$ cat config.mk
export PLATFORM = sky130hd
export DESIGN_NAME = mag_cmp_chain
export DESIGN_NICKNAME = d
export VERILOG_FILES = /design/src/rtl/cmp_pkg.sv /design/src/rtl/mag_cmp_bitcell.sv /design/src/rtl/mag_cmp_slice.sv /design/src/rtl/mag_cmp_chain.sv
export SDC_FILE = /design/constraint.sdc
export NUM_CORES = 1
export LEC_CHECK = 0
export BUFFER_PORTS_ARGS = -buffer_cell sky130_fd_sc_hd__buf_2
export CELL_PAD_IN_SITES_DETAIL_PLACEMENT = 0
export CELL_PAD_IN_SITES_GLOBAL_PLACEMENT = 1
export CORE_MARGIN = 3
export CORE_UTILIZATION = 28
export DETAILED_ROUTE_END_ITERATION = 8
export PLACE_DENSITY = 0.85
export SLEW_MARGIN = 20
export SYNTH_ARGS = -nofsm -noshare
export SYNTH_HDL_FRONTEND = slang
export SYNTH_SLANG_ARGS = --single-unit
$ cat constraint.sdc
create_clock -name vclk -period 1.5
set_input_delay 0.15 -clock vclk [all_inputs]
set_output_delay 0.15 -clock vclk [all_outputs]
set_load 0.005 [all_outputs]
$ cat src/rtl/cmp_pkg.sv
package cmp_pkg;
    // Three-line verdict carried between slices: bit 2 gt, bit 1 eq, bit 0 lt.
    typedef struct packed {
        logic gt;
        logic eq;
        logic lt;
    } verdict_t;

    localparam verdict_t VERDICT_EQ = '{gt: 1'b0, eq: 1'b1, lt: 1'b0};
endpackage

$ cat src/rtl/mag_cmp_bitcell.sv
module mag_cmp_bitcell (
    input  logic a_bit,
    input  logic b_bit,
    output logic bit_gt,
    output logic bit_eq
);
    assign bit_gt = a_bit & ~b_bit;
    assign bit_eq = ~(a_bit ^ b_bit);
endmodule

$ cat src/rtl/mag_cmp_slice.sv
module mag_cmp_slice
    import cmp_pkg::*;
#(
    parameter int SLICE_W = 4
) (
    input  logic [SLICE_W-1:0] a_nib,
    input  logic [SLICE_W-1:0] b_nib,
    input  verdict_t           v_in,
    output verdict_t           v_out
);
    logic [SLICE_W-1:0] bgt;
    logic [SLICE_W-1:0] beq;

    for (genvar i = 0; i < SLICE_W; i++) begin : g_bit
        mag_cmp_bitcell u_cell (
            .a_bit  (a_nib[i]),
            .b_bit  (b_nib[i]),
            .bit_gt (bgt[i]),
            .bit_eq (beq[i])
        );
    end

    // Scan from the most significant bit: the first differing bit decides.
    always_comb begin
        logic above_eq;
        logic win;
        logic lose;
        above_eq = 1'b1;
        win      = 1'b0;
        lose     = 1'b0;
        for (int i = SLICE_W - 1; i >= 0; i--) begin
            win      = win  | (above_eq & bgt[i]);
            lose     = lose | (above_eq & ~beq[i] & ~bgt[i]);
            above_eq = above_eq & beq[i];
        end
        v_out.gt = win  | (above_eq & v_in.gt);
        v_out.eq = above_eq & v_in.eq;
        v_out.lt = lose | (above_eq & v_in.lt);
    end
endmodule

$ cat src/rtl/mag_cmp_chain.sv
module mag_cmp_chain
    import cmp_pkg::*;
#(
    parameter int NSLICE  = 3,
    parameter int SLICE_W = 4
) (
    input  logic [NSLICE*SLICE_W-1:0] opa,
    input  logic [NSLICE*SLICE_W-1:0] opb,
    output logic                      res_gt,
    output logic                      res_eq,
    output logic                      res_lt
);
    localparam int TOT_W = NSLICE * SLICE_W;

    for (genvar s = 0; s < NSLICE; s++) begin : g_sl
        verdict_t vin_w;
        verdict_t vout_w;
        if (s == 0) begin : g_first
            assign vin_w = VERDICT_EQ;
        end else begin : g_next
            assign vin_w = g_sl[s-1].vout_w;
        end
        mag_cmp_slice #(.SLICE_W(SLICE_W)) u_slice (
            .a_nib (opa[s*SLICE_W +: SLICE_W]),
            .b_nib (opb[s*SLICE_W +: SLICE_W]),
            .v_in  (vin_w),
            .v_out (vout_w)
        );
    end

    assign res_gt = g_sl[NSLICE-1].vout_w.gt;
    assign res_eq = g_sl[NSLICE-1].vout_w.eq;
    assign res_lt = g_sl[NSLICE-1].vout_w.lt;
endmodule

==> results.cfg <==
[synth]
synthAdderAreaFrac_pct = 41.6
ys_seq_area_share_pct = 0
syn-num-nets = 103
netlist_area_um2 = 452
synth_xor_area_share_pct = 0
syn_avg_cell_area_um2 = 7.06
yosys-top-cells-count = 17 x inv_1, 15 x ha_1, 6 x nor2_1, 4 x a21oi_1
synth_compound_area_share_pct = 25.5
syn_inst = 64
synth_top_family_by_area = adder cells
synth_mux_area_share_pct = 0
synthTopCellsByArea = ha_1 42%, inv_1 14%, nor2_1 5.0%, a21oi_1 4.4%, a21o_1 3.3%
yosysTopAreaCell = ha_1
synth_top_area_share_pct = 41.6
synthSimpleGateAreaFrac_pct = 18.8
ys_warn_count = 0
ys_types = 20
yosysMostFrequentCell = inv_1

[global_route]
grt_antenna_before_repair = 0
track_usage_pct = 11.6
grt-ovfl-total = 0
grt_max_degree = 6
grt_first_pass_wirelength_um = 1950
grt_pass1_vias = 538

[timing]
slew_headroom_pct = 86.6
fmax_mhz = 623
setup_tns_ns = -0.159
setup_viol = 2
finalHoldViolCount = 0
grt_setup_unrepaired = yes
fin_crit_ns = 1.60
hold_ws_ns = 0.758
setup_ws_ns = -0.104
tightestPinTransition_ns = 0.200
drv_slew = 0
period_share_pct = 107

[pwr]
clockPowerShare_pct = 0
seqPwrFrac_pct = 0
p_leak_nw = 0.418
total_power_uw = 219
p_comb_share_pct = 100.0
p_per_area_mw_per_mm2 = 305
switching_share_pct = 43.9
power.switching_uw = 96.2
internal-power_uw = 123
max-vdd-ir-drop_mv = 0.130

[placed_design]
pre_cts_slack_ns = -0.267
port_buffers = 27
placedInstanceArea_um2 = 636
place_congestion = 0.772
dpl.hpwl_um = 968
placedCellCount = 110

[cells_and_area]
drive_gt1_share_pct = 45.8
multi_input_area_um2 = 438
seq_cells = 0
syn_to_final_growth_pct = 58.7
nClkBuffers = 0
nets = 137
fin_area_um2 = 717
seq_area_um2 = 0
n_fill_cell = 135
post-route-util_pct = 51.3
diodes = 0
stdcell_count = 111

[worst_setup_path]
worst_setup_path_start_kind = primary input
cp_data_required_time_ns = 1.35
crit_path_end_kind = output pin
worstSetupPathType = in -> out
crit_fanout = 2
cp.arrival_ns = 1.45

[routing]
ant_nets = 0
drt-vias-per-instance = 4.75
dr.pass1.iters = 4
drt_iter0_drc = 2
routed_wl_um = 1110
vias = 527
wl_per_cell_um = 10.0
drc = 0

[outcome]
status = finished, violations left
failed_checks = setup timing

[job]
cap_violations = 0

[floorplan]
initial_core_util_pct = 32.3
ios = 27
die_h_um = 46.2
die_area_mm2 = 0.00213
rows = 13
core_mm2 = 0.00140
chipWidth_um = 46.2

[hold_path]
hold_path_class = in -> out
min_to = res_lt
whs_path_depth = 5
hold_start = opb[11]
==> what timing repair did <==
item / 4_1_cts / 5_1_grt
gates resized for setup: 15 / 0
pin swaps: 8 / 0
hold buffers: 0 / 0
setup buffers: 1 / 0
endpoints found under the setup margin: 2 / 3
==> how the worst max path moves through the flow <==
stage | startpoint | slack [ns] | endpoint | cells after the start
after floorplan | opa[7] | 0.01 | res_gt | 6
after global placement | opb[7] | -0.22 | res_gt | 7
after detailed placement | opa[6] | -0.27 | res_gt | 7
after CTS | opa[7] | -0.10 | res_gt | 8
after global routing | opa[7] | -0.18 | res_gt | 8
final | opa[7] | -0.10 | res_gt | 8
==> area by class of cell <==
class / instances / share of cell area (%)
Inverter: 17 / 9.60
Multi-Input combinational cell: 47 / 61.1
Tap cell: 15 / 2.62
Timing Repair Buffer: 32 / 26.7
==> per-layer routing <==
metal	share of wire (%)	wire, um	track usage (%)	up-vias
met4	2.3	26	5.11	0
met1	43	483	13.9	216
met2	47	521	20.9	19
li1	-	-	-	288
met3	7.4	82	0.781	4
met5	0	0	0	-
==> placed cells by master (no fill, tap or decap) <==
master / n
buf_2: 24
inv_1: 14
ha_1: 12
nor2_1: 6
buf_4: 5
a21oi_1: 4
ha_4: 3
buf_6: 3
inv_4: 2
nand2_1: 2
nand4_1: 2
nand3_1: 2
a21o_1: 2
a221oi_2: 2
nand2b_1: 2
inv_2: 1
a211oi_1: 1
and3_4: 1
a221o_1: 1
o21ai_1: 1
or3b_4: 1
o21ai_2: 1
a31o_2: 1
o21ai_0: 1
a31oi_1: 1
o221ai_1: 1
==> cell families (layout without fill, tap and decap cells) <==
group	after synthesis	in the layout
buffers and inverters	17	49
AO/OA/AOI/OAI	16	16
AND/OR/NAND/NOR	16	16
adder cells (fa/ha/maj)	15	15
==> worst max-delay path: stages <==
cell      delay, ns
buf_6          0.10
inv_4          0.05
ha_4           0.20
and3_4         0.18
a221o_1        0.32
a221oi_2       0.24
o21ai_1        0.10
buf_2          0.13
==> power groups by stage <==
stage | registers [mW] | logic (mW) | clock network, mW
after floorplan | 0 | 0.113 | 0
after global placement | 0 | 0.181 | 0
after detailed placement | 0 | 0.185 | 0
after CTS | 0 | 0.218 | 0
after global routing | 0 | 0.250 | 0
final | 0 | 0.219 | 0
(Power assumes the default switching activity.)
